`src/rtl/i2cb_pkg.sv`:
```
package i2cb_pkg;
  typedef enum logic [2:0] {
    ST_IDLE, ST_START, ST_LO, ST_HI, ST_HOLD, ST_STP_LO, ST_STP_HI
  } eng_st_t;

  localparam int SCALE_W  = 4;
  localparam int BYTE_W   = 8;
  localparam logic [4:0] OFF_CTRL = 5'h00;
  localparam logic [4:0] OFF_STAT = 5'h04;
  localparam logic [4:0] OFF_OWN  = 5'h08;
  localparam logic [4:0] OFF_DATA = 5'h0C;
endpackage

```
`src/rtl/i2cb_clkdiv.sv`:
```
module i2cb_clkdiv #(
  parameter int PRE_LO = 16,
  parameter int PRE_HI = 512,
  parameter int SCW    = 4
) (
  input  logic           clk,
  input  logic           rst_n,
  input  logic           en,
  input  logic           presc,
  input  logic [SCW-1:0] scale,
  output logic           tick
);
  localparam int HALF_LO = PRE_LO / 2;
  localparam int HALF_HI = PRE_HI / 2;
  localparam int CW      = $clog2(HALF_HI * (1 << SCW) + 1);

  logic [CW-1:0] cnt_q, cnt_d, lim;

  always_comb begin
    lim   = (presc ? CW'(HALF_HI) : CW'(HALF_LO)) * (CW'(scale) + CW'(1)) - CW'(1);
    tick  = en && (cnt_q >= lim);
    cnt_d = (!en || tick) ? '0 : cnt_q + CW'(1);
  end

  always_ff @(posedge clk or negedge rst_n) begin
    if (!rst_n) cnt_q <= '0;
    else        cnt_q <= cnt_d;
  end
endmodule

```
`src/rtl/i2cb_engine.sv`:
```
module i2cb_engine
  import i2cb_pkg::*;
(
  input  logic              clk,
  input  logic              rst_n,
  input  logic              start,
  input  logic              abort,
  input  logic              release_i,
  input  logic              stop_req,
  input  logic              tick,
  input  logic              rx_mode,
  input  logic              ack_en,
  input  logic              sda_in,
  input  logic [BYTE_W-1:0] tx_byte,
  output logic              active,
  output logic              scl_low,
  output logic              sda_low,
  output logic              byte_done,
  output logic              ack_bit,
  output logic              rx_load,
  output logic [BYTE_W-1:0] rx_byte,
  output logic              stop_done,
  output logic              arb_lost
);
  localparam int BCW = $clog2(BYTE_W + 1);

  eng_st_t           state_q, state_d;
  logic [BCW-1:0]    bitcnt_q, bitcnt_d;
  logic [BYTE_W-1:0] sh_q, sh_d;
  logic              istx_q, istx_d;
  logic              ack_slot;

  assign ack_slot = (bitcnt_q == BCW'(BYTE_W));

  always_comb begin
    state_d   = state_q;
    bitcnt_d  = bitcnt_q;
    sh_d      = sh_q;
    istx_d    = istx_q;
    byte_done = 1'b0;
    rx_load   = 1'b0;
    stop_done = 1'b0;
    arb_lost  = 1'b0;
    unique case (state_q)
      ST_IDLE: if (start) begin
        state_d = ST_START; sh_d = tx_byte; istx_d = 1'b1; bitcnt_d = '0;
      end
      ST_START: if (tick) state_d = ST_LO;
      ST_LO:    if (tick) state_d = ST_HI;
      ST_HI: if (tick) begin
        if (ack_slot) begin
          byte_done = 1'b1;
          rx_load   = !istx_q;
          state_d   = ST_HOLD;
        end else if (istx_q && sh_q[BYTE_W-1] && !sda_in) begin
          arb_lost = 1'b1;
          state_d  = ST_IDLE;
        end else begin
          sh_d     = {sh_q[BYTE_W-2:0], sda_in};
          bitcnt_d = bitcnt_q + BCW'(1);
          state_d  = ST_LO;
        end
      end
      ST_HOLD: if (release_i) begin
        if (stop_req) state_d = ST_STP_LO;
        else begin
          state_d = ST_LO; sh_d = tx_byte; istx_d = !rx_mode; bitcnt_d = '0;
        end
      end
      ST_STP_LO: if (tick) state_d = ST_STP_HI;
      ST_STP_HI: if (tick) begin
        state_d = ST_IDLE; stop_done = 1'b1;
      end
      default: state_d = ST_IDLE;
    endcase
    if (abort && !start) state_d = ST_IDLE;
  end

  always_ff @(posedge clk or negedge rst_n) begin
    if (!rst_n) begin
      state_q  <= ST_IDLE;
      bitcnt_q <= '0;
      sh_q     <= '0;
      istx_q   <= 1'b0;
    end else begin
      state_q  <= state_d;
      bitcnt_q <= bitcnt_d;
      sh_q     <= sh_d;
      istx_q   <= istx_d;
    end
  end

  always_comb begin
    active  = (state_q != ST_IDLE) && (state_q != ST_HOLD);
    scl_low = (state_q == ST_LO) || (state_q == ST_HOLD) || (state_q == ST_STP_LO);
    unique case (state_q)
      ST_START, ST_STP_LO, ST_STP_HI: sda_low = 1'b1;
      ST_LO, ST_HI: sda_low = ack_slot ? (!istx_q && ack_en) : (istx_q && !sh_q[BYTE_W-1]);
      ST_HOLD: sda_low = !rx_mode && !tx_byte[BYTE_W-1];
      default: sda_low = 1'b0;
    endcase
  end

  assign ack_bit = sda_in;
  assign rx_byte = sh_q;

  // data on SDA stays put for the whole high phase of a bit
  a_r5_sda_stable_high: assert property (@(posedge clk) disable iff (!rst_n)
    (state_q == ST_HI && $past(state_q) == ST_HI) |-> $stable(sda_low));

  // nine clocks per byte, never more
  a_r3_bitcnt_range: assert property (@(posedge clk) disable iff (!rst_n)
    bitcnt_q <= BCW'(BYTE_W));
endmodule

```
`src/rtl/i2cb_ctrl.sv`:
```
module i2cb_ctrl
  import i2cb_pkg::*;
#(
  parameter int AW     = 5,
  parameter int DW     = 32,
  parameter int PRE_LO = 16,
  parameter int PRE_HI = 512
) (
  input  logic          clk,
  input  logic          rst_n,
  input  logic          bus_valid,
  output logic          bus_ready,
  input  logic          bus_write,
  input  logic [AW-1:0] bus_addr,
  input  logic [DW-1:0] bus_wdata,
  output logic [DW-1:0] bus_rdata,
  output logic          irq,
  output logic          scl_pull,
  output logic          sda_pull,
  input  logic          sda_in
);
  logic                ack_en_q, presc_q, irq_en_q, pend_q;
  logic [SCALE_W-1:0]  scale_q;
  logic [1:0]          mode_q;
  logic                busy_q, en_q, arb_q, last_q, stop_req_q;
  logic [BYTE_W-1:0]   own_q, data_q;

  logic                ack_en_d, presc_d, irq_en_d, pend_d;
  logic [SCALE_W-1:0]  scale_d;
  logic [1:0]          mode_d;
  logic                busy_d, en_d, arb_d, last_d, stop_req_d;
  logic [BYTE_W-1:0]   own_d, data_d;

  logic wr, wr_ctrl, wr_stat, wr_own, wr_data, cmd_start, release_c;
  logic eng_active, eng_scl_low, eng_sda_low, byte_done, ack_bit, rx_load;
  logic stop_done, arb_lost, tick;
  logic [BYTE_W-1:0] rx_byte;
  logic unused_wdata;

  assign unused_wdata = ^bus_wdata[DW-1:BYTE_W];
  assign bus_ready    = bus_valid;
  assign wr        = bus_valid && bus_write;
  assign wr_ctrl   = wr && (bus_addr == AW'(OFF_CTRL));
  assign wr_stat   = wr && (bus_addr == AW'(OFF_STAT));
  assign wr_own    = wr && (bus_addr == AW'(OFF_OWN));
  assign wr_data   = wr && (bus_addr == AW'(OFF_DATA));
  assign cmd_start = wr_stat && bus_wdata[4] && bus_wdata[5] && bus_wdata[7] && !busy_q;
  assign release_c = wr_ctrl && !bus_wdata[4] && pend_q;

  i2cb_clkdiv #(.PRE_LO(PRE_LO), .PRE_HI(PRE_HI), .SCW(SCALE_W)) u_div (
    .clk(clk), .rst_n(rst_n), .en(eng_active), .presc(presc_q),
    .scale(scale_q), .tick(tick));

  i2cb_engine u_eng (
    .clk(clk), .rst_n(rst_n), .start(cmd_start), .abort(!en_q),
    .release_i(release_c), .stop_req(stop_req_q), .tick(tick),
    .rx_mode(!mode_q[0]), .ack_en(ack_en_q), .sda_in(sda_in), .tx_byte(data_q),
    .active(eng_active), .scl_low(eng_scl_low), .sda_low(eng_sda_low),
    .byte_done(byte_done), .ack_bit(ack_bit), .rx_load(rx_load), .rx_byte(rx_byte),
    .stop_done(stop_done), .arb_lost(arb_lost));

  always_comb begin
    ack_en_d = ack_en_q; presc_d = presc_q; irq_en_d = irq_en_q; pend_d = pend_q;
    scale_d = scale_q; mode_d = mode_q; busy_d = busy_q; en_d = en_q; arb_d = arb_q;
    last_d = last_q; stop_req_d = stop_req_q; own_d = own_q; data_d = data_q;
    if (wr_ctrl) begin
      ack_en_d = bus_wdata[7];
      presc_d  = bus_wdata[6];
      irq_en_d = bus_wdata[5];
      scale_d  = bus_wdata[SCALE_W-1:0];
      if (!bus_wdata[4]) pend_d = 1'b0;
    end
    if (wr_stat) begin
      mode_d = bus_wdata[7:6];
      en_d   = bus_wdata[4];
      if (!bus_wdata[4]) begin
        busy_d = 1'b0; stop_req_d = 1'b0;
      end else if (cmd_start) begin
        busy_d = 1'b1; arb_d = 1'b0; pend_d = 1'b0; stop_req_d = 1'b0;
      end else if (!bus_wdata[5] && busy_q) begin
        stop_req_d = 1'b1;
      end
    end
    if (wr_own)  own_d  = bus_wdata[BYTE_W-1:0];
    if (wr_data) data_d = bus_wdata[BYTE_W-1:0];
    else if (rx_load) data_d = rx_byte;
    if (byte_done) begin
      pend_d = 1'b1; last_d = ack_bit;
    end
    if (stop_done) begin
      busy_d = 1'b0; mode_d = 2'b00; stop_req_d = 1'b0;
    end
    if (arb_lost) begin
      arb_d = 1'b1; busy_d = 1'b0; stop_req_d = 1'b0;
    end
  end

  always_ff @(posedge clk or negedge rst_n) begin
    if (!rst_n) begin
      ack_en_q <= 1'b0; presc_q <= 1'b0; irq_en_q <= 1'b0; pend_q <= 1'b0;
      scale_q <= '0; mode_q <= 2'b00; busy_q <= 1'b0; en_q <= 1'b0; arb_q <= 1'b0;
      last_q <= 1'b0; stop_req_q <= 1'b0; own_q <= '0; data_q <= '0;
    end else begin
      ack_en_q <= ack_en_d; presc_q <= presc_d; irq_en_q <= irq_en_d; pend_q <= pend_d;
      scale_q <= scale_d; mode_q <= mode_d; busy_q <= busy_d; en_q <= en_d; arb_q <= arb_d;
      last_q <= last_d; stop_req_q <= stop_req_d; own_q <= own_d; data_q <= data_d;
    end
  end

  always_comb begin
    bus_rdata = '0;
    if (bus_addr == AW'(OFF_CTRL))
      bus_rdata[BYTE_W-1:0] = {ack_en_q, presc_q, irq_en_q, pend_q, scale_q};
    else if (bus_addr == AW'(OFF_STAT))
      bus_rdata[BYTE_W-1:0] = {mode_q, busy_q, en_q, arb_q, 2'b00, last_q};
    else if (bus_addr == AW'(OFF_OWN))
      bus_rdata[BYTE_W-1:0] = own_q;
    else if (bus_addr == AW'(OFF_DATA))
      bus_rdata[BYTE_W-1:0] = data_q;
  end

  assign irq      = pend_q && irq_en_q;
  assign scl_pull = en_q && eng_scl_low;
  assign sda_pull = en_q && eng_sda_low;

  // a pending byte keeps SCL low
  a_r3_scl_held: assert property (@(posedge clk) disable iff (!rst_n)
    (pend_q && busy_q && en_q) |-> scl_pull);

  // end of a byte raises pending
  a_r3_pend_on_byte: assert property (@(posedge clk) disable iff (!rst_n)
    byte_done |=> pend_q);

  // finished STOP frees the bus and leaves master mode
  a_r8_stop_frees: assert property (@(posedge clk) disable iff (!rst_n)
    stop_done |=> (!busy_q && mode_q == 2'b00));

  // lost arbitration is flagged and drops busy
  a_r10_arb_flag: assert property (@(posedge clk) disable iff (!rst_n)
    arb_lost |=> (arb_q && !busy_q));
endmodule

```
`config.mk`:
```
export PLATFORM = sky130hd
export DESIGN_NAME = i2cb_ctrl
export DESIGN_NICKNAME = d
export VERILOG_FILES = /design/src/rtl/i2cb_pkg.sv /design/src/rtl/i2cb_clkdiv.sv /design/src/rtl/i2cb_engine.sv /design/src/rtl/i2cb_ctrl.sv
export SDC_FILE = /design/constraint.sdc
export NUM_CORES = 1
export LEC_CHECK = 0
export BUFFER_PORTS_ARGS = -buffer_cell sky130_fd_sc_hd__buf_2
export CAP_MARGIN = 20
export CORE_UTILIZATION = 50
export CTS_BUF_LIST = sky130_fd_sc_hd__clkbuf_4 sky130_fd_sc_hd__clkbuf_8
export CTS_CLUSTER_SIZE = 28
export DETAILED_ROUTE_END_ITERATION = 8
export PLACE_DENSITY = 0.71
export SETUP_SLACK_MARGIN = 0.05
export SLEW_MARGIN = 30
export SYNTH_ARGS = -nofsm -noshare
export SYNTH_HDL_FRONTEND = slang
export SYNTH_SLANG_ARGS = --single-unit
export TNS_END_PERCENT = 1
```
`constraint.sdc`:
```
create_clock -name clk -period 6.3 [get_ports clk]
set_clock_uncertainty 0.15 [all_clocks]
set_input_delay 1.26 -clock clk [delete_from_list [all_inputs] [get_ports clk]]
set_output_delay 1.26 -clock clk [all_outputs]
set_load 0.03 [all_outputs]
```
# ---- Yosys cells after proc, flatten, opt, wreduce, memory -nomap -nowiden
# Index checks and enable logic that the tools add are counted.
dict set report word_totals {
  out_inout_bits 36
  ff_bits 60
  inputBits 42
  elab_cells 179
}
dict set report op_classes {
  reduce_logical 55
  n_addsub 4
  n_mul 1
  muxes 74
  order_cmp 1
  n_eq_ne 26
}
# op n
set ops {}
lappend ops {{two-way mux 8 bit} 12}
lappend ops {{two-way mux 1 bit} 36}
lappend ops {{two-way mux 3 bit} 10}
lappend ops {{two-way mux 4 bit} 6}
lappend ops {{case mux 8 bit (3 select lines)} 1}
lappend ops {{logical AND 1 bit} 23}
lappend ops {{case mux 3 bit (7 select lines)} 1}
lappend ops {{!= test 3 x 2 -> 1 bit (second input constant)} 6}
lappend ops {{AND reduction 7 bit} 2}
lappend ops {{adder 13 x 1 -> 13 bit (second input constant)} 1}
lappend ops {{>= comparator 13 bit} 1}
lappend ops {{multiplier 13 x 13 -> 13 bit} 1}
lappend ops {{two-way mux 13 bit} 1}
lappend ops {{subtractor 13 x 1 -> 13 bit (second input constant)} 1}
lappend ops {{case mux 4 bit (3 select lines)} 1}
lappend ops {{nonzero test 2 bit} 6}
lappend ops {{equality test 5 x 4 -> 1 bit (second input constant)} 2}
lappend ops {{zero test 1 bit} 10}
lappend ops {{!= test 2 bit (second input constant)} 5}
lappend ops {{equality test 3 bit (second input constant)} 3}
lappend ops {{two-way mux 9 bit} 1}
lappend ops {{nonzero test 3 bit} 3}
lappend ops {{equality test 3 x 2 -> 1 bit (second input constant)} 2}
lappend ops {{two-way mux 2 bit} 3}
lappend ops {{20 further kinds} 23}

# ---- Depth between registers and ports, before layout
# Gate-level depths: netlist (run 1).
dict set report depth {
  word_depth 11
  mapped_depth 20
  mapped_depth_nobuf 18
}

# ---- By module
# From an unflattened synthesis (run 1), not the netlist that was laid out.
dict set report hier_totals {
  cells_unflattened 435
  hier_area_um2 4360.4
}
# mod cells_each seq_area_each_um2 area_each_um2 n_inst
set by_module_without_submodules {}
lappend by_module_without_submodules {i2cb_ctrl 158 775.7 1931.9 1}
lappend by_module_without_submodules {i2cb_clkdiv 156 325.3 1337.5 1}
lappend by_module_without_submodules {i2cb_engine 121 400.4 1091.0 1}

# ---- Worst setup path after synthesis (run 1)
# OpenSTA, ideal clock, no wires.
dict set report synth_path {
  path_type {register to register}
  start {register scale_q[2]}
  end {register data_q[0]}
  required_time_ns 6.025
  setup_ns 0.125
  path_slack_ns 1.770
  n_path_buf 1
  t_arrival_ns 4.255
  stages_incl_launch_ff 19
  synth_period_minus_slack_ns 4.530
  cell_sequence {dfrtp_1 nand3_1 xor2_1 or2_2 ha_1 ha_1 a41oi_1 o21ai_0 a31o_2 a21oi_1 xnor2_1 ha_1 nand4_1 o21bai_1 a22oi_1 and2_1 buf_6 o31ai_4 mux2_2}
}
dict set report synth_via {
  elab_chain_cells 8
}
# element line_no
set synth_lines {}
lappend synth_lines {{start, declared} i2cb_ctrl.sv:23} ;# logic [SCALE_W-1:0] scale_q;
lappend synth_lines {{start signal, assigned} i2cb_ctrl.sv:105} ;# scale_q <= scale_d; mode_q <= mode_d; busy_q <= busy_d; en_q <= en_d; arb_q <= arb_d;
lappend synth_lines {{adder 4 x 1 -> 5 bit} i2cb_clkdiv.sv:20} ;# lim = (presc ? CW'(HALF_HI) : CW'(HALF_LO)) * (CW'(scale) + CW'(1)) - CW'(1);
lappend synth_lines {{multiplier 13 x 13 -> 13 bit} i2cb_clkdiv.sv:20}
lappend synth_lines {{subtractor 13 x 1 -> 13 bit} i2cb_clkdiv.sv:20}
lappend synth_lines {{>= comparator 13 bit} i2cb_clkdiv.sv:21} ;# tick = en && (cnt_q >= lim);
lappend synth_lines {{logical AND 1 bit} i2cb_clkdiv.sv:21}
lappend synth_lines {{two-way mux 1 bit} i2cb_engine.sv:50} ;# ST_HI: if (tick) begin
lappend synth_lines {{two-way mux 1 bit} i2cb_engine.sv:44} ;# unique case (state_q)
lappend synth_lines {{nonzero test 2 bit (no source line)} --}
lappend synth_lines {{end signal, assigned} i2cb_ctrl.sv:106} ;# last_q <= last_d; stop_req_q <= stop_req_d; own_q <= own_d; data_q <= data_d;
lappend synth_lines {{end, declared} i2cb_ctrl.sv:26} ;# logic [BYTE_W-1:0] own_q, data_q;
# No other way between the ends.
# A chain may end at the register's enable or synchronous reset.

# ---- Final worst setup path (run 1)
dict set report layout_path {
  start {register scale_q[2]}
  end {register data_q[2]}
}
# Same word-level chain as after synthesis.

==> impl_metrics.ini, run 1 <==
[global_routing]
overflow = 0
grt_most_used_layer = met2
grt_first_pass_wirelength_um = 14400
grt_usage_pct = 22.2
grt_max_degree = 61
grtUsageMet1_pct = 29.4
met2_usage_pct = 37.1
use_met3_pct = 3.90
grt_pass1_vias = 2985
antenna_found_initial = 0

[timing]
finalSetupViolCount = 0
worst_slack_ps = 1080
tns_ps = 0
holdWs_ps = 357
fmax_mhz = 192
finalMaxSlewViolations = 0
post-route-min-period_ps = 5220
period_share_pct = 82.9
rsz0062_at_grt = no
finalHoldViolCount = 0
max-slew-margin-rel_pct = 48.0
tightest_slew_ps = 780

[floorplanning]
coreArea_um2 = 7770
die_h_um = 91.7
initial_core_util_pct = 51.8
pin_count = 78
std_cell_rows = 32
die_x_um = 91.7
fp.dieArea_um2 = 8400

[critical_path]
worstPathArrival_ps = 5300
end_kind = flip-flop
path_class = reg -> reg
startpoint_type = flip-flop
critPathLaunch = scale_q[2]
timing.rr.start = scale_q[2]
worstPathRequired_ps = 6380
path_max_fanout = 8

[place]
place_ws_ps = 1120
place_area_um2 = 4130
port_buffers = 29
gp_congestion = 0.863
dp_hpwl_um = 6380

[power_and_ir_drop]
ir_worst_vdd_uv = 177
cellLeakagePower_nw = 2.06
power_density_nw_per_um2 = 243

[route]
vias_per_cell = 5.69
ant_nets = 0
drtIter0Drc = 267
drcViolationCount = 0
vias = 3074
dr.pass1.iters = 5
wl_um = 8650
routedWlPerCell_um = 16.0

[clocking]
clock_latency_ps = 340
post_cts_buffers = 0
cts_max_path_buffers = 2
cts-buffers-inserted = 9
cts-root-buf = clkbuf_8
cts-resized-gates = 0
hold_buffers = 0
cts_tree = done
clkTransAtPathRegs_ps = 80
htreeDepth = 3
clkSinkCount = 60

[final_layout]
area_growth_pct = 8.40
multi_input_area_um2 = 2300
seqCellArea_um2 = 1500
fin_nets = 501
fillerInstances = 689
postLayoutCellArea_um2 = 4360
layout-drive-gt1-share_pct = 21.5
postLayoutCoreUtil_pct = 56.1
antennaDiodeCount = 0

[logic_synthesis]
ys_types = 55
synth_area_per_cell_um2 = 9.83
synth_enable_flop_cells = 0
yosysWarnings = 0
synthCells = 409
synth.ff_latch_count = 60
syn_area_um2 = 4020
ys_seq_area_share_pct = 37.3
ys_top_cells_by_area = dfrtp_1 (37%), mux2_2 (9.2%), ha_1 (8.1%)
yosys.area.top_type = dfrtp_1
synthFlopType = dfrtp_1
synth_top_cell_area_share_pct = 37.3
synthMostInstantiatedCell = dfrtp_1
async_reset_ff_share_pct = 100
synth_common_cells = dfrtp_1 (60), nor2_1 (36), mux2_2 (33), ha_1 (26)

[worst_hold_path]
min_path_type = reg -> reg
min_from = own_q[3]

[run]
maxCapViolations = 0

[outcome]
outcome = complete, no violations
-- where the power goes --
group | leakage, nW | switching (W) | total, W | internal (W)
Clock | 0.114 | 0.000166 | 0.000391 | 0.000225
Sequential | 0.811 | 0.0000227 | 0.000426 | 0.000403
Combinational | 1.14 | 0.000140 | 0.000242 | 0.000102
-- flip-flops by register name (all words and copies together) (netlist names), 2 cells and up --
| name | count |
|---|---|
| u_eng.rx_byte | 8 |
| data_q | 8 |
| u_div.cnt_q | 13 |
| u_eng.bitcnt_q | 4 |
| scale_q | 4 |
| own_q | 8 |
| u_eng.state_q | 3 |
| mode_q | 2 |
-- cell type report --
cell class | count | area share [%]
Multi-Input combinational cell | 318 | 52.8
Sequential cell | 60 | 34.5
Timing Repair Buffer | 30 | 3.50
Tap cell | 102 | 2.93
Clock buffer | 9 | 2.84
Clock inverter | 7 | 2.30
Inverter | 14 | 1.21
-- metrics by stage --
step	instances	total power, W
floorplan	432	0.000624
global placement	524	0.000667
detailed placement	524	0.000674
CTS	540	0.00107
global route	540	0.00111
finish	540	0.00106
-- cell families after synthesis --
logic type               share of synthesized area [%]
other                                           0.0933
buffers and inverters                             7.66
adder cells (fa/ha/maj)                           8.09
flip-flops                                        37.3
XOR/XNOR                                          4.14
AND/OR/NAND/NOR                                   16.4
AO/OA/AOI/OAI                                     11.2
multiplexers                                      15.1
-- cells in the final DEF (no fill, tap or decap), drive strengths merged, types with 10 or more instances in the layout --
master	Yosys	final
buf	29	30
a21oi	14	14
xor2	13	13
nand3	25	25
dfrtp	60	60
nand2	21	21
conb	1	24
ha	26	26
o21ai	27	27
nor2	36	36
inv	14	15
mux2	33	33
mux2i	10	10
-- path summary, 6_finish.rpt --
| check | to | slack (ps) | cells past startpoint |
|---|---|---|---|
| setup / recovery | data_q[2] | 1080 | 17 |
| max in group asynchronous | u_div.cnt_q[10] | 4560 | 2 |
| hold reg to reg | own_q[3] | 360 | 1 |
| min in group asynchronous | u_div.cnt_q[7] | 900 | 2 |
| hold / removal | own_q[3] | 360 | 1 |
| setup reg to reg | data_q[2] | 1080 | 17 |
-- critical path, cell delays in order (launching register included) --
cell,delay [ps]
dfrtp_1,470
nand3_1,140
xor2_1,160
or2_2,300
ha_1,300
ha_1,290
a41oi_1,320
o21ai_0,250
a31o_2,290
a21oi_1,170
xnor2_1,130
ha_1,340
nand4_1,150
o21bai_1,240
a22oi_1,170
and2_1,310
o31ai_4,520
mux2_2,400
-- layer usage --
layer	vias up	routed length (um)	part of all wire (%)
met1	1521	3900	45
met2	74	4300	50
li1	1468	-	-
met3	11	337	3.9
met5	-	0	0
met4	0	112	1.3
Power figures use the tool's default switching activity.
==> run 2: changes to the inputs <==
--- a/config.mk
+++ b/config.mk
@@ -11,7 +11,7 @@
 export CTS_BUF_LIST = sky130_fd_sc_hd__clkbuf_4 sky130_fd_sc_hd__clkbuf_8
 export CTS_CLUSTER_SIZE = 28
 export DETAILED_ROUTE_END_ITERATION = 8
-export PLACE_DENSITY = 0.71
+export PLACE_DENSITY = 0.74
 export SETUP_SLACK_MARGIN = 0.05
 export SLEW_MARGIN = 30
 export SYNTH_ARGS = -nofsm -noshare
==> constraint.sdc (replaced) <==
create_clock -name clk -period 4.75 [get_ports clk]
set_clock_uncertainty 0.15 [all_clocks]
set_input_delay 0.95 -clock clk [delete_from_list [all_inputs] [get_ports clk]]
set_output_delay 0.95 -clock clk [all_outputs]
set_load 0.03 [all_outputs]
==> impl_metrics.ini, run 2 (synthesis results as in run 1) <==
[outcome]
outcome = complete, no violations

[critical_path]
path_class = reg -> reg
worstPathArrival_ps = 4620
worst_path_max_delay_cell = dfrtp_1
slowest_delay_ps = 400
path_cells = nand3_1 -> xor2_1 -> or2_2 -> ha_1 -> ha_1 -> a41oi_2 -> o21ai_1 -> a31o_2 -> a21oi_1 -> xnor2_1 -> ha_1 -> nand4_1 -> o21bai_1 -> a22oi_1 -> and2_1 -> o31ai_4 -> buf_6 -> mux2_2
end_kind = flip-flop
timing.rr.start = scale_q[1]
startpoint_type = flip-flop
r2r_slack_ps = 220
path_max_fanout = 8
worstPathRequired_ps = 4830
critPathLaunch = scale_q[1]
critPathMostFrequentCell = ha_1

[route]
ant_nets = 0
routed.top_layer = met4
met3WireLength_um = 440
drtIter0Drc = 150
dr_wl_met2_um = 4280
vias = 3117
wl_met1_um = 4040
dr.pass1.iters = 5
wl_um = 8840
drcViolationCount = 0
routedWlPerCell_um = 16.0
vias_per_cell = 5.63

[clocking]
cts_tree = done
cts-root-buf = clkbuf_8
clock_latency_ps = 340
clkSinkCount = 60
htreeDepth = 3
cts_max_path_buffers = 2
clkTransAtPathRegs_ps = 80
cts-buffers-inserted = 9

[global_routing]
overflow = 0
grt_max_degree = 61
grt_usage_pct = 22.6
grt_first_pass_wirelength_um = 14900
grt_pass1_vias = 3061
antenna_found_initial = 0

[power_and_ir_drop]
cellLeakagePower_nw = 2.10
combPwrFrac_pct = 27.5
p_sw_share_pct = 33.8
p_int_w = 0.000895
power_density_nw_per_um2 = 304
p_switching_w = 0.000456
pwr-share-clk_pct = 31.4
seqPwrFrac_pct = 41.1
ir_worst_vdd_uv = 177

[floorplanning]
pin_count = 78
std_cell_rows = 32
die_h_um = 91.7
fp.dieArea_um2 = 8400
coreArea_um2 = 7770
initial_core_util_pct = 51.8
die_x_um = 91.7

[timing]
finalMaxSlewViolations = 0
tightest_slew_ps = 766
holdWs_ps = 362
max-slew-margin-rel_pct = 48.9
finalHoldViolCount = 0
rsz0062_at_grt = yes
finalSetupViolCount = 0
fmax_mhz = 221
period_share_pct = 95.4
tns_ps = 0
post-route-min-period_ps = 4530

[final_layout]
fin_nets = 515
postLayoutCoreUtil_pct = 57.1
final_common_cell = dfrtp_1
fillerInstances = 675
layout-drive-gt1-share_pct = 24.6
largest-register = u_div.cnt_q
layout_common_cells = dfrtp_1 (60), nor2_1 (35), mux2_2 (33)
largest_register_ffs = 13
antennaDiodeCount = 0
area_growth_pct = 10.4

[place]
port_buffers = 29
dp_hpwl_um = 6500
gp_congestion = 0.862

[worst_hold_path]
min_from = own_q[0]
min_path_type = reg -> reg

[run]
maxCapViolations = 0
-- run 2: area by class of cell --
cell class                      instances  area [um2]  share of cell area, %
Clock buffer                            9         124                   2.79
Clock inverter                          7        58.8                   1.33
Timing Repair Buffer                   44         262                   5.89
Tap cell                              102         128                   2.88
Sequential cell                        60        1500                   33.8
Inverter                               14        52.6                   1.18
Multi-Input combinational cell        318        2310                   52.1
-- run 2: metrics by stage --
step	area, um2	total power [W]	std cells	worst slack [ps]
CTS	4410	0.00134	552	60.8
global placement	4210	0.000901	534	101
finish	4440	0.00135	554	216
global route	4440	0.00143	554	10.4
floorplan	4110	0.000827	432	220
detailed placement	4210	0.000915	534	26.2
-- run 2: final timing paths --
check / end / cells past startpoint
hold reg to reg: own_q[0] / 1
max in group asynchronous: scale_q[3] / 2
min in group asynchronous: u_div.cnt_q[9] / 2
hold / removal: own_q[0] / 1
setup reg to reg: data_q[2] / 18
setup / recovery: data_q[2] / 18
-- run 2: worst max-delay path: cells and delay by family (launching register included) --
kind / cells / cell delay [ps]
mux: 1 / 340
fa+ha+maj: 3 / 920
buf+inv: 1 / 180
compound gates: 7 / 1370
flops: 1 / 400
xor+xnor: 2 / 280
simple gates: 4 / 790
-- run 2: power groups by stage --
stage / Sequential, W / Clock, W / Combinational [W]
floorplan: 0.000560 / 0 / 0.000268
global placement: 0.000564 / 0 / 0.000337
detailed placement: 0.000565 / 0 / 0.000349
CTS: 0.000555 / 0.000434 / 0.000356
global route: 0.000559 / 0.000455 / 0.000417
finish: 0.000555 / 0.000424 / 0.000371
-- run 2: per-layer routing --
layer | track usage (%) | up-vias
met4 | 5.82 | 0
met1 | 30.3 | 1544
met3 | 5.47 | 9
met2 | 36.8 | 72
met5 | 0 | -
li1 | - | 1492
-- run 2: what timing repair did --
action / 4_1_cts / 5_1_grt
gates cloned: 0 / 0
pin swaps: 1 / 2
buffers inserted: 2 / 2
endpoints found under the setup margin: 8 / 33
endpoints found under the hold margin: 0 / 0
gates resized for setup: 0 / 5
hold buffers: 0 / 0
==> run 3: changes to the inputs <==
--- a/config.mk
+++ b/config.mk
@@ -7,8 +7,9 @@
 export LEC_CHECK = 0
 export BUFFER_PORTS_ARGS = -buffer_cell sky130_fd_sc_hd__buf_2
 export CAP_MARGIN = 20
+export CORE_MARGIN = 2
 export CORE_UTILIZATION = 50
-export CTS_BUF_LIST = sky130_fd_sc_hd__clkbuf_4 sky130_fd_sc_hd__clkbuf_8
+export CTS_BUF_LIST = sky130_fd_sc_hd__clkbuf_2 sky130_fd_sc_hd__clkbuf_4 sky130_fd_sc_hd__clkbuf_8
 export CTS_CLUSTER_SIZE = 28
 export DETAILED_ROUTE_END_ITERATION = 8
 export PLACE_DENSITY = 0.74
==> impl_metrics.ini, run 3 (synthesis results as in run 1) <==
[final_layout]
fillerInstances = 671
layout-drive-gt1-share_pct = 25.0
largest_register_ffs = 13
layout_common_cells = dfrtp_1 (60), nor2_1 (35), mux2_2 (33)
fin_nets = 515
area_growth_pct = 12.3
postLayoutCellArea_um2 = 4510
final_common_cell = dfrtp_1
antennaDiodeCount = 0
largest-register = u_div.cnt_q

[place]
place_area_um2 = 4210
dp_hpwl_um = 6660
place_ws_ps = 26.0
gp_congestion = 0.894
port_buffers = 29

[route]
dr.pass1.iters = 5
ant_nets = 0
routedWlPerCell_um = 16.4
drcViolationCount = 0
drtIter0Drc = 198
vias = 3185
vias_per_cell = 5.75
wl_um = 9060

[critical_path]
end_kind = flip-flop
worst_path_max_delay_cell = dfrtp_1
worstPathArrival_ps = 4620
slowest_delay_ps = 420
startpoint_type = flip-flop
path_cells = ha_1 -> xor2_1 -> and2_1 -> ha_1 -> ha_1 -> a41oi_2 -> o21ai_1 -> a31o_2 -> a21oi_2 -> xnor2_1 -> ha_1 -> nand4_1 -> o21bai_2 -> a22oi_2 -> and2_1 -> o31ai_4 -> buf_6 -> mux2_2
path_max_fanout = 8
path_class = reg -> reg
crit_buf_inv = 1
worstPathRequired_ps = 4850
critPathMostFrequentCell = ha_1
critical_path.top_delay_family = compound AO/OA/AOI/OAI gates

[timing]
max-slew-margin-rel_pct = 54.2
finalMaxSlewViolations = 0
finalHoldViolCount = 0
period_share_pct = 95.2
worst_slack_ps = 226
tns_ps = 0
finalSetupViolCount = 0
post-route-min-period_ps = 4520
rsz0062_at_grt = no
tightest_slew_ps = 684
fmax_mhz = 221

[clocking]
clkTransAtPathRegs_ps = 80
hold_buffers = 0
cts-root-buf = clkbuf_8
cts_tree = done
clkSinkCount = 60
cts_max_path_buffers = 2
clock_latency_ps = 360
htreeDepth = 3
cts-buffers-inserted = 9

[floorplanning]
die_x_um = 93.7
coreArea_um2 = 7770
pin_count = 78
initial_core_util_pct = 51.8
die_h_um = 93.7
std_cell_rows = 32
fp.dieArea_um2 = 8770

[power_and_ir_drop]
cellLeakagePower_nw = 2.14
p_switching_w = 0.000463
p_sw_share_pct = 30.6
pwr-share-clk_pct = 37.9
seqPwrFrac_pct = 36.7
totalPowerFinal_w = 0.00152
combPwrFrac_pct = 25.5
ir_worst_vdd_uv = 194
p_int_w = 0.00105
power_density_nw_per_um2 = 336

[global_routing]
overflow = 0
grt_usage_pct = 21.7
grt_max_degree = 45
grt_pass1_vias = 2989
grt_first_pass_wirelength_um = 14700
antenna_found_initial = 0

[run]
maxCapViolations = 0

[worst_hold_path]
min_path_type = in -> async

[outcome]
outcome = complete, no violations
run 3: changes by cell type in the layout (fill, tap and decap cells not counted), sizes merged:
cell      previous run  this run
bufinv               0         3
clkinvlp             2         1
inv                 17        15
run 3: timing repair:
action                                  4_1_cts  5_1_grt
buffers inserted                              1        2
pin swaps                                     0        3
gates resized for setup                       2        5
endpoints found under the setup margin       12       35
run 3: worst register-to-register path: cells and delay by family, from the launching register on:
kind / cells / cell delay (ps)
buffers and inverters: 1 / 180
and+or+nand+nor: 3 / 570
muxes: 1 / 350
adders and majority gates: 4 / 1180
AOI/OAI and AO/OA: 7 / 1290
xor gates and xnor gates: 2 / 270
DFF: 1 / 420
run 3: metrics by stage:
stage | hold slack [ps] | cells | utilization [%]
global placement | 336 | 535 | 54.3
floorplan | 311 | 432 | -
CTS | 360 | 552 | 57.6
finish | 358 | 554 | 58.1
detailed placement | 344 | 535 | 54.3
global route | 368 | 554 | 58.1
run 3: power by group through the flow:
stage	logic [W]	clock network [W]	registers, W
after floorplan	0.000268	0	0.000560
after global placement	0.000338	0	0.000564
after detailed placement	0.000349	0	0.000566
after CTS	0.000355	0.000585	0.000556
after global routing	0.000432	0.000604	0.000559
final	0.000386	0.000574	0.000556
run 3: worst paths after layout:
check                                      end  cells after the start  slack [ps]  startpoint
worst max-delay path                 data_q[5]                     18         230  scale_q[0]
worst min-delay path            u_div.cnt_q[2]                      1         360       rst_n
worst max register to register       data_q[5]                     18         230  scale_q[0]
worst min register to register        own_q[6]                      1         360    own_q[6]
max in group asynchronous            data_q[6]                      2        3180       rst_n
min in group clk                      own_q[6]                      1         360    own_q[6]
run 3: layer usage:
metal  wire (um)  track usage, %  vias to the layer above
li1            -               -                     1495
met1        3890            28.9                     1558
met2        4460            34.4                      114
met3         562            5.06                       18
met4         145            8.94                        0
met5           0               0                        -
run 3: final cells by class:
cell class | instances | area, um2 | share of cell area (%)
tap | 102 | 128 | 2.83
clock inverter | 7 | 124 | 2.74
multi-input combinational | 318 | 2320 | 51.5
timing repair buffer | 44 | 262 | 5.79
inverter | 14 | 52.6 | 1.16
clock buffer | 9 | 124 | 2.74
sequential | 60 | 1500 | 33.3
